[src/rtl/pwmt_pkg.sv]
package pwmt_pkg;
  // Register word addresses; compare registers follow ADR_MATCH_BASE,
  // capture registers follow the compare registers.
  localparam int unsigned ADR_CTRL       = 0;
  localparam int unsigned ADR_COUNT      = 1;
  localparam int unsigned ADR_PCNT       = 2;
  localparam int unsigned ADR_PSCALE     = 3;
  localparam int unsigned ADR_MATCTL     = 4;
  localparam int unsigned ADR_MODE       = 5;
  localparam int unsigned ADR_CAPCTL     = 6;
  localparam int unsigned ADR_FLAGS      = 7;
  localparam int unsigned ADR_MATCH_BASE = 8;

  // Strobes from control to the counting datapath
  typedef struct packed {
    logic run;
    logic clr;
    logic tcWr;
    logic pcWr;
    logic matchRst;
    logic matchStop;
  } cntStrobe_t;
endpackage

[src/rtl/pwmt_datapath.sv]
module pwmt_datapath
  import pwmt_pkg::*;
#(
  parameter int CNT_W     = 32,
  parameter int NUM_MATCH = 4,
  parameter int NUM_CAP   = 2
) (
  input  logic                              clk,
  input  logic                              rstN,
  input  cntStrobe_t                        stb,
  input  logic [CNT_W-1:0]                  wrData,
  input  logic [CNT_W-1:0]                  pscale,
  input  logic [NUM_MATCH-1:0][CNT_W-1:0]   matchVals,
  input  logic [NUM_CAP-1:0]                capIn,
  input  logic [NUM_CAP-1:0]                capRise,
  input  logic [NUM_CAP-1:0]                capFall,
  output logic [CNT_W-1:0]                  count,
  output logic [CNT_W-1:0]                  pcnt,
  output logic [NUM_MATCH-1:0]              matchHit,
  output logic [NUM_CAP-1:0]                capHit,
  output logic [NUM_CAP-1:0][CNT_W-1:0]     capVals
);

  logic tick;
  logic [NUM_CAP-1:0] syncA, syncB, prevS;

  assign tick = stb.run && !stb.clr && (pcnt >= pscale);

  for (genvar i = 0; i < NUM_MATCH; i++) begin : g_cmp
    assign matchHit[i] = tick && (count == matchVals[i]);
  end

  always_ff @(posedge clk or negedge rstN) begin
    if (!rstN) begin
      count <= '0;
      pcnt  <= '0;
    end else if (stb.clr) begin
      count <= '0;
      pcnt  <= '0;
    end else begin
      if (stb.run) begin
        if (tick) begin
          pcnt <= '0;
          if (stb.matchRst)       count <= '0;
          else if (!stb.matchStop) count <= count + CNT_W'(1);
        end else begin
          pcnt <= pcnt + CNT_W'(1);
        end
      end
      if (stb.pcWr) pcnt  <= wrData;
      if (stb.tcWr) count <= wrData;
    end
  end

  always_ff @(posedge clk or negedge rstN) begin
    if (!rstN) begin
      syncA <= '0;
      syncB <= '0;
      prevS <= '0;
    end else begin
      syncA <= capIn;
      syncB <= syncA;
      prevS <= syncB;
    end
  end

  assign capHit = (capRise & syncB & ~prevS) | (capFall & ~syncB & prevS);

  for (genvar j = 0; j < NUM_CAP; j++) begin : g_cap
    always_ff @(posedge clk or negedge rstN) begin
      if (!rstN)          capVals[j] <= '0;
      else if (capHit[j]) capVals[j] <= count;
    end

    p_capture_load_r10: assert property (@(posedge clk) disable iff (!rstN)
      capHit[j] |=> capVals[j] == $past(count));
  end

  p_clr_holds_zero_r2: assert property (@(posedge clk) disable iff (!rstN)
    stb.clr |=> (count == '0) && (pcnt == '0));

  p_prescale_hold_r1: assert property (@(posedge clk) disable iff (!rstN)
    (stb.run && !stb.clr && !tick && !stb.tcWr) |=> $stable(count));

  p_match_reset_r4: assert property (@(posedge clk) disable iff (!rstN)
    (tick && stb.matchRst && !stb.tcWr) |=> count == '0);

endmodule

[src/rtl/pwmt_ctrl.sv]
module pwmt_ctrl
  import pwmt_pkg::*;
#(
  parameter int CNT_W     = 32,
  parameter int NUM_MATCH = 4,
  parameter int NUM_CAP   = 2,
  parameter int ADDR_W    = 4
) (
  input  logic                              clk,
  input  logic                              rstN,
  input  logic [ADDR_W-1:0]                 addr,
  input  logic                              wrEn,
  input  logic [CNT_W-1:0]                  wrData,
  output logic [CNT_W-1:0]                  rdData,
  input  logic [CNT_W-1:0]                  count,
  input  logic [CNT_W-1:0]                  pcnt,
  input  logic [NUM_MATCH-1:0]              matchHit,
  input  logic [NUM_CAP-1:0]                capHit,
  input  logic [NUM_CAP-1:0][CNT_W-1:0]     capVals,
  output cntStrobe_t                        stb,
  output logic [CNT_W-1:0]                  pscale,
  output logic [NUM_MATCH-1:0][CNT_W-1:0]   matchVals,
  output logic [NUM_CAP-1:0]                capRise,
  output logic [NUM_CAP-1:0]                capFall,
  output logic [NUM_MATCH-2:0]              pwmOut,
  output logic                              irq
);

  localparam int NUM_OUT  = NUM_MATCH - 1;
  localparam int NUM_FLAG = NUM_MATCH + NUM_CAP;
  localparam int MCTL_W   = 3 * NUM_MATCH;
  localparam int CCTL_W   = 3 * NUM_CAP;
  localparam int CAP_BASE = ADR_MATCH_BASE + NUM_MATCH;

  localparam logic [ADDR_W-1:0] A_CTRL   = ADDR_W'(ADR_CTRL);
  localparam logic [ADDR_W-1:0] A_COUNT  = ADDR_W'(ADR_COUNT);
  localparam logic [ADDR_W-1:0] A_PCNT   = ADDR_W'(ADR_PCNT);
  localparam logic [ADDR_W-1:0] A_PSCALE = ADDR_W'(ADR_PSCALE);
  localparam logic [ADDR_W-1:0] A_MATCTL = ADDR_W'(ADR_MATCTL);
  localparam logic [ADDR_W-1:0] A_MODE   = ADDR_W'(ADR_MODE);
  localparam logic [ADDR_W-1:0] A_CAPCTL = ADDR_W'(ADR_CAPCTL);
  localparam logic [ADDR_W-1:0] A_FLAGS  = ADDR_W'(ADR_FLAGS);

  logic                  runBit, clrBit;
  logic [MCTL_W-1:0]     matCtl;
  logic [CCTL_W-1:0]     capCtl;
  logic [NUM_OUT-1:0]    modeR;
  logic [NUM_FLAG-1:0]   flags;
  logic [NUM_MATCH-1:0]  matIrq, matRst, matStop;
  logic [NUM_CAP-1:0]    capIrq;
  logic [NUM_FLAG-1:0]   setMask, clrMask;
  logic [NUM_OUT-1:0]    setV, clrV;

  for (genvar i = 0; i < NUM_MATCH; i++) begin : g_mfld
    assign matIrq[i]  = matCtl[3*i];
    assign matRst[i]  = matCtl[3*i+1];
    assign matStop[i] = matCtl[3*i+2];

    p_flag_set_r6: assert property (@(posedge clk) disable iff (!rstN)
      (matchHit[i] && matIrq[i]) |=> flags[i]);
  end

  for (genvar j = 0; j < NUM_CAP; j++) begin : g_cfld
    assign capRise[j] = capCtl[3*j];
    assign capFall[j] = capCtl[3*j+1];
    assign capIrq[j]  = capCtl[3*j+2];
  end

  // Output chain: clear from compare k+1, set from compare 0 or compare k
  for (genvar k = 0; k < NUM_OUT; k++) begin : g_out
    assign setV[k] = modeR[k] ? matchHit[k] : matchHit[0];
    assign clrV[k] = matchHit[k+1];

    p_clear_wins_r9: assert property (@(posedge clk) disable iff (!rstN)
      matchHit[k+1] |=> !pwmOut[k]);
    p_single_set_r7: assert property (@(posedge clk) disable iff (!rstN)
      (matchHit[0] && !modeR[k] && !matchHit[k+1]) |=> pwmOut[k]);
    p_double_set_r8: assert property (@(posedge clk) disable iff (!rstN)
      (matchHit[k] && modeR[k] && !matchHit[k+1]) |=> pwmOut[k]);
  end

  always_comb begin
    stb.run       = runBit;
    stb.clr       = clrBit;
    stb.tcWr      = wrEn && (addr == A_COUNT);
    stb.pcWr      = wrEn && (addr == A_PCNT);
    stb.matchRst  = |(matchHit & matRst);
    stb.matchStop = |(matchHit & matStop);
  end

  assign setMask = {capHit & capIrq, matchHit & matIrq};
  assign clrMask = (wrEn && addr == A_FLAGS) ? wrData[NUM_FLAG-1:0] : '0;
  assign irq     = |flags;

  always_ff @(posedge clk or negedge rstN) begin
    if (!rstN) begin
      runBit    <= 1'b0;
      clrBit    <= 1'b0;
      pscale    <= '0;
      matCtl    <= '0;
      capCtl    <= '0;
      modeR     <= '0;
      flags     <= '0;
      matchVals <= '0;
      pwmOut    <= '0;
    end else begin
      if (wrEn && addr == A_CTRL) begin
        runBit <= wrData[0];
        clrBit <= wrData[1];
      end
      if (stb.matchStop) runBit <= 1'b0;
      if (wrEn && addr == A_PSCALE) pscale <= wrData;
      if (wrEn && addr == A_MATCTL) matCtl <= wrData[MCTL_W-1:0];
      if (wrEn && addr == A_CAPCTL) capCtl <= wrData[CCTL_W-1:0];
      if (wrEn && addr == A_MODE)   modeR  <= wrData[NUM_OUT-1:0];
      for (int i = 0; i < NUM_MATCH; i++)
        if (wrEn && addr == ADDR_W'(ADR_MATCH_BASE + i)) matchVals[i] <= wrData;
      flags  <= (flags & ~clrMask) | setMask;
      pwmOut <= (pwmOut | setV) & ~clrV;
    end
  end

  always_comb begin
    rdData = '0;
    case (addr)
      A_CTRL:   rdData = CNT_W'({clrBit, runBit});
      A_COUNT:  rdData = count;
      A_PCNT:   rdData = pcnt;
      A_PSCALE: rdData = pscale;
      A_MATCTL: rdData = CNT_W'(matCtl);
      A_MODE:   rdData = CNT_W'(modeR);
      A_CAPCTL: rdData = CNT_W'(capCtl);
      A_FLAGS:  rdData = CNT_W'(flags);
      default:  rdData = '0;
    endcase
    for (int i = 0; i < NUM_MATCH; i++)
      if (addr == ADDR_W'(ADR_MATCH_BASE + i)) rdData = matchVals[i];
    for (int j = 0; j < NUM_CAP; j++)
      if (addr == ADDR_W'(CAP_BASE + j)) rdData = capVals[j];
  end

  p_stop_clears_run_r5: assert property (@(posedge clk) disable iff (!rstN)
    stb.matchStop |=> !runBit);

  p_w1c_clears_r6: assert property (@(posedge clk) disable iff (!rstN)
    (wrEn && addr == A_FLAGS && wrData[0] && !setMask[0]) |=> !flags[0]);

endmodule

[src/rtl/pwm_match_timer.sv]
module pwm_match_timer
  import pwmt_pkg::*;
#(
  parameter int CNT_W     = 32,
  parameter int NUM_MATCH = 4,
  parameter int NUM_CAP   = 2,
  parameter int ADDR_W    = 4
) (
  input  logic                   clk,
  input  logic                   rstN,
  input  logic [ADDR_W-1:0]      regAddr,
  input  logic                   regWrEn,
  input  logic [CNT_W-1:0]       regWrData,
  output logic [CNT_W-1:0]       regRdData,
  input  logic [NUM_CAP-1:0]     capIn,
  output logic [NUM_MATCH-2:0]   pwmOut,
  output logic                   irq
);

  cntStrobe_t                      stb;
  logic [CNT_W-1:0]                count, pcnt, pscale;
  logic [NUM_MATCH-1:0]            matchHit;
  logic [NUM_CAP-1:0]              capHit, capRise, capFall;
  logic [NUM_MATCH-1:0][CNT_W-1:0] matchVals;
  logic [NUM_CAP-1:0][CNT_W-1:0]   capVals;

  pwmt_ctrl #(
    .CNT_W(CNT_W), .NUM_MATCH(NUM_MATCH), .NUM_CAP(NUM_CAP), .ADDR_W(ADDR_W)
  ) u_ctrl (
    .clk(clk), .rstN(rstN), .addr(regAddr), .wrEn(regWrEn), .wrData(regWrData),
    .rdData(regRdData), .count(count), .pcnt(pcnt), .matchHit(matchHit),
    .capHit(capHit), .capVals(capVals), .stb(stb), .pscale(pscale),
    .matchVals(matchVals), .capRise(capRise), .capFall(capFall),
    .pwmOut(pwmOut), .irq(irq)
  );

  pwmt_datapath #(
    .CNT_W(CNT_W), .NUM_MATCH(NUM_MATCH), .NUM_CAP(NUM_CAP)
  ) u_dp (
    .clk(clk), .rstN(rstN), .stb(stb), .wrData(regWrData), .pscale(pscale),
    .matchVals(matchVals), .capIn(capIn), .capRise(capRise), .capFall(capFall),
    .count(count), .pcnt(pcnt), .matchHit(matchHit), .capHit(capHit),
    .capVals(capVals)
  );

endmodule

[config.mk]
export PLATFORM = sky130hd
export DESIGN_NAME = pwm_match_timer
export DESIGN_NICKNAME = d
export VERILOG_FILES = /design/src/rtl/pwmt_pkg.sv /design/src/rtl/pwmt_datapath.sv /design/src/rtl/pwmt_ctrl.sv /design/src/rtl/pwm_match_timer.sv
export SDC_FILE = /design/constraint.sdc
export NUM_CORES = 1
export LEC_CHECK = 0
export ABC_AREA = 1
export BUFFER_PORTS_ARGS = -buffer_cell sky130_fd_sc_hd__buf_4
export CAP_MARGIN = 20
export CORE_UTILIZATION = 49
export CTS_CLUSTER_DIAMETER = 150
export DETAILED_ROUTE_END_ITERATION = 16
export GPL_ROUTABILITY_DRIVEN = 0
export GPL_TIMING_DRIVEN = 0
export MAX_ROUTING_LAYER = met4
export PLACE_DENSITY_LB_ADDON = 0.12
export SLEW_MARGIN = 40
export SYNTH_ARGS = -nofsm -noshare
export SYNTH_HDL_FRONTEND = slang
export SYNTH_SLANG_ARGS = --single-unit
[constraint.sdc]
create_clock -name clk -period 2.4 [get_ports clk]
set_clock_uncertainty 0.2 [all_clocks]
set_input_delay 0.36 -clock clk [delete_from_list [all_inputs] [get_ports clk]]
set_output_delay 0.36 -clock clk [all_outputs]
set_load 0.1 [all_outputs]
# Word level (Yosys, flattened, before mapping)
# Index checks and enable logic that the tools add are counted.
dict set report word_totals {
  output_inout_bits 36
  latch_bits 0
  regBits 326
  ramBits 0
  word_cells 107
  n_memories 0
  input_bits 41
  rom_bits 0
}
dict set report classes {
  n_eq_ne 18
  multipliers 0
  shift 0
  magnitude_cmp 1
  div 0
  n_reduce_logical 28
  mux 22
  bitwise_logic 17
  addsub 2
}
# op count
set op_table {}
lappend op_table {{32-bit 2-to-1 mux} 16}
lappend op_table {{32-bit case mux with 8 select lines} 1}
lappend op_table {{32-bit equality test} 4}
lappend op_table {{32-bit by 1-bit adder with 32-bit output (second input constant)} 2}
lappend op_table {{32-bit greater-or-equal comparator} 1}
lappend op_table {{4-bit equality test (second input constant)} 6}
lappend op_table {{1-bit logical AND} 18}
lappend op_table {{4-bit by 3-bit equality test with 1-bit output (second input constant)} 4}
lappend op_table {{4-bit bitwise AND} 3}
lappend op_table {{2-bit bitwise AND} 5}
lappend op_table {{3-bit nonzero test} 3}
lappend op_table {{4-bit by 2-bit equality test with 1-bit output (second input constant)} 2}
lappend op_table {{4-bit OR reduction} 2}
lappend op_table {{6-bit bitwise AND} 1}
lappend op_table {{6-bit 2-to-1 mux} 1}
lappend op_table {{6-bit inverter} 1}
lappend op_table {{6-bit OR} 1}
lappend op_table {{6-bit OR reduction} 1}
lappend op_table {{4-bit by 1-bit equality test with 1-bit output (second input constant)} 1}
lappend op_table {{4-bit zero test} 1}
lappend op_table {{1-bit 2-to-1 mux} 4}
lappend op_table {{4-bit != test (second input constant)} 1}
lappend op_table {{2-bit inverter} 2}
lappend op_table {{3-bit bitwise AND} 1}
lappend op_table {{6 further kinds} 6}

# Logic depth before layout (Yosys ltp)
dict set report depth {
  depth_word 12
  ltp_mapped 23
  depth_no_buf 22
}

# Cells and area by module
# Synthesis repeated with hierarchy kept, for this count alone.
dict set report hier_totals {
  cells_unflattened 2732
  hier_area_um2 19897.8
}
# module cells_each area_per_inst_um2 seq_area_each_um2 instances
set modules_own_cells {}
lappend modules_own_cells {pwmt_datapath 1465 10457.5 3353.2 1}
lappend modules_own_cells {pwmt_ctrl 1267 9440.3 4804.6 1}

# Worst setup path after synthesis
# OpenSTA, ideal clock, no wires.
dict set report synth_path {
  path_kind {input to output}
  from {input port regAddr[0]}
  to {output port regRdData[11]}
  stages 6
  arrival_time_ns 2.769
  slack_ns -0.929
  cell_sequence {nor2_1 -> inv_1 -> nor2_1 -> clkinv_1 -> clkbuf_1 -> o211ai_1}
}
dict set report synth_between {
  elab_chain_len 8
}
# item line_no
set synth_rtl {}
lappend synth_rtl {{start, declared} pwm_match_timer.sv:11} ;# input logic [ADDR_W-1:0] regAddr,
lappend synth_rtl {{4-bit by 3-bit equality test with 1-bit output (tied with other cells)} pwmt_ctrl.sv:125} ;# case (addr)
lappend synth_rtl {{32-bit case mux with 8 select lines} pwmt_ctrl.sv:125}
lappend synth_rtl {{32-bit 2-to-1 mux (4 in series)} pwmt_ctrl.sv:137} ;# if (addr == ADDR_W'(ADR_MATCH_BASE + i)) rdData = matchVals[i];
lappend synth_rtl {{32-bit 2-to-1 mux} pwmt_ctrl.sv:139} ;# if (addr == ADDR_W'(CAP_BASE + j)) rdData = capVals[j];
lappend synth_rtl {{32-bit 2-to-1 mux (*)} pwmt_ctrl.sv:139}
lappend synth_rtl {{end, declared} pwm_match_timer.sv:14} ;# output logic [CNT_W-1:0] regRdData,
# Every way passes the cells marked *; elsewhere a longest branch is shown, timed or not.

# Worst setup path after layout
dict set report layout_path {
  from {register u_dp.count[9]}
  to {output port regRdData[9]}
}
dict set report layout_between {
  elab_chain_len 7
}
# item line_no
set layout_rtl {}
lappend layout_rtl {{start, declared} pwmt_datapath.sv:17} ;# output logic [CNT_W-1:0] count,
lappend layout_rtl {{start signal, assigned} pwmt_datapath.sv:45} ;# else if (!stb.matchStop) count <= count + CNT_W'(1);
lappend layout_rtl {{start signal, assigned} pwmt_datapath.sv:51} ;# if (stb.tcWr) count <= wrData;
lappend layout_rtl {{32-bit case mux with 8 select lines} pwmt_ctrl.sv:125}
lappend layout_rtl {{32-bit 2-to-1 mux (4 in series)} pwmt_ctrl.sv:137}
lappend layout_rtl {{32-bit 2-to-1 mux (2 in series)} pwmt_ctrl.sv:139}
# No other way between the ends.

==> results.toml <==
[detailed_routing]
num_vias = 20300
drt_iter0_drc = 2428
wl_met3_mm = 9.57
routedWlPerCell_um = 24.5
antenna_left = 0
routed.top_layer = "met4"
viasPerCell = 6.17
routed_wl_mm = 80.7
drc = 0
wl_met2_mm = 34.6
met1_length_mm = 29.7
first_pass_iters = 6

[floorplan]
fp.dieH_um = 198
die_area_um2 = 39300
initial_core_util_pct = 49.9
die_w_um = 198
fp.coreArea_um2 = 37800
placementRows = 71
ios = 77

[worst_setup_path]
crit_path_end_kind = "output port"
cp.arrival_ns = 2.42
startpoint_type = "flip-flop"
r2r_cells = 23
crit_required_ns = 1.84
path_class = "reg -> out"
cp_max_fo = 2

[sta]
setup_slack_ns = -0.584
period_share_pct = 124
period_minus_slack_ns = 2.98
hold_violations = 0
rsz0062_at_grt = "true"
finalSetupViolCount = 103
slew_viol_final = 0
tightest_slew_ns = 0.872
slew_headroom_pct = 41.9
finalSetupTns_ns = -36.87
fmax_mhz = 335

[outcome]
violations = "negative setup slack"
status = "finished, violations left"

[place]
post-place-cells = 3041
portBuffers = 76
preCtsSetupSlack_ns = -0.974
hpwl_mm = 54.5

[grt]
overflow = 0
grt_pass1_vias = 19400
track_usage_pct = 41.8
antenna_found_initial = 1
grt_first_pass_wirelength_mm = 118
grt_max_degree = 68

[yosys]
syn_nets = 2524
netlist_instances = 2449
avgSynthCellArea_um2 = 7.70
async_flop_share_pct = 100
synth_edf_count = 0
ys_warn_count = 0
synth_cell_types = 50
ys.flop_type = "dfrtp_1"
syn_area_um2 = 18900
ys_seq_area_share_pct = 43.3
ys_seq_elements = 326

[run]
drv_cap = 0

[clock_tree]
cts.sinks = 326
cts.clk_slew.worst_paths_ns = 0.06
clk_latency_ns = 0.58
cts.path.max_buffers = 3
cts-root-buf = "clkbuf_16"
cts_tree = "done"
cts_inserted_buffers = 39
cts_max_level = 2

[power]
power_per_cell_area_nw_per_um2 = 766
power_w = 0.0196
leakagePower_nw = 11.5
ir_worst_vdd_v = 0.000752

[finish]
layout-drive-gt1-share_pct = 26.0
n_fill_cell = 2973
synthToLayoutAreaGrowth_pct = 35.9
fin_nets = 2833
instances_no_fill = 3297
final_cell_mix = "627 x nand2_1, 303 x dfrtp_1, 292 x o21ai_0"
fin_util_pct = 67.9
layout_commonest_cell = "nand2_1"

[worst_hold_path]
hold_depth = 5
hold_path.class = "in -> reg"
-- area by class of cell --
type / instances / area, um2 / share of cell area [%]
multi-input combinational: 1750 / 10700 / 41.9
clock inverter: 9 / 62.6 / 0.244
clock buffer: 59 / 1200 / 4.69
inverter: 235 / 1030 / 4.02
buffer: 137 / 1080 / 4.20
timing repair buffer: 269 / 2690 / 10.5
sequential: 326 / 8190 / 32.0
antenna: 1 / 2.50 / 0.00977
tap: 511 / 639 / 2.50
-- final timing paths --
check	end	slack [ns]	start
worst max-delay path	regRdData[9]	-0.58	u_dp.count[9]
worst min register to register	u_dp.syncB[1]	0.15	u_dp.syncA[1]
max in group asynchronous	u_dp.capVals[34]	0.29	rstN
min in group asynchronous	u_dp.pcnt[13]	0.11	rstN
worst max register to register	u_dp.count[19]	-0.57	u_ctrl.pscale[5]
worst min-delay path	u_dp.count[29]	0.01	regWrData[29]
-- synthesized netlist by cell type, drive strengths merged (3+ instances only) --
master	n	area, um2
o22ai	47	294
clkinv	6	22.5
mux2	3	33.8
nand2	679	2590
nand4	74	478
buf	44	297
a221oi	7	61.3
a21oi	114	571
ha	34	425
inv	229	860
dfrtp	326	8160
o211ai	34	255
xnor2	74	648
or2	5	31.3
clkbuf	95	368
xor2	93	815
o2111ai	6	52.6
nor2	120	495
nor4	5	37.5
a31oi	9	56.3
nand3	66	330
nor3	25	156
o21ai	339	1700
-- cells by family after synthesis --
kind of cell / synth area share, %
AO/OA/AOI/OAI: 16.4
XOR/XNOR: 7.76
adder cells (fa/ha/maj): 2.26
buffers and inverters: 8.20
flip-flops: 43.3
multiplexers: 0.179
AND/OR/NAND/NOR: 22.0
-- timing repair --
item | CTS | global route
pin swaps | 95 | 90
buffers inserted | 109 | 46
gates cloned | 7 | 1
endpoints found under the hold margin | 95 | 0
hold buffers | 30 | 0
resized for setup | 443 | 176
setup endpoints to repair | 104 | 163
-- stage by stage --
step | hold slack [ns] | cell area, um2
floorplan | -0.136 | 19000
global placement | 0.136 | 20300
finish | 0.0101 | 25600
global route | 0.0296 | 25600
CTS | 0.00105 | 24700
detailed placement | 0.147 | 20400
-- flip-flops by register name, indices dropped and copies added, names as in the netlist, 2 cells and up --
register          count
u_ctrl.matchVals    128
u_dp.prevS            2
u_ctrl.pwmOut         3
u_dp.syncA            2
u_ctrl.modeR          3
u_ctrl.flags          6
u_dp.capVals         64
u_ctrl.capCtl         6
u_ctrl.matCtl        12
u_dp.syncB            2
u_ctrl.pscale        32
u_dp.count           32
u_dp.pcnt            32
-- power breakdown --
part / switching, W / total [W] / internal, W / leakage (nW)
logic: 0.00399 / 0.00633 / 0.00235 / 6.67
registers: 0.000858 / 0.00731 / 0.00646 / 4.23
clock network: 0.00252 / 0.00597 / 0.00345 / 0.628
total: 0.00736 / 0.0196 / 0.0123 / 11.5
-- routing by layer --
metal | global-route usage [%] | vias to the layer above
li1 | - | 8723
met1 | 51.6 | 9705
met2 | 60.8 | 1457
met3 | 9.39 | 442
met4 | 28.6 | 0
met5 | - | -
-- worst max-delay path, cell delays in order (launching register included) --
cell	delay (ns)
dfrtp_1	0.40
buf_6	0.14
inv_6	0.08
o22ai_4	0.07
a221oi_4	0.34
nand4_1	0.18
a21oi_2	0.16
o211ai_1	0.21
buf_6	0.26
No activity file was read; power rests on OpenSTA's default activity.
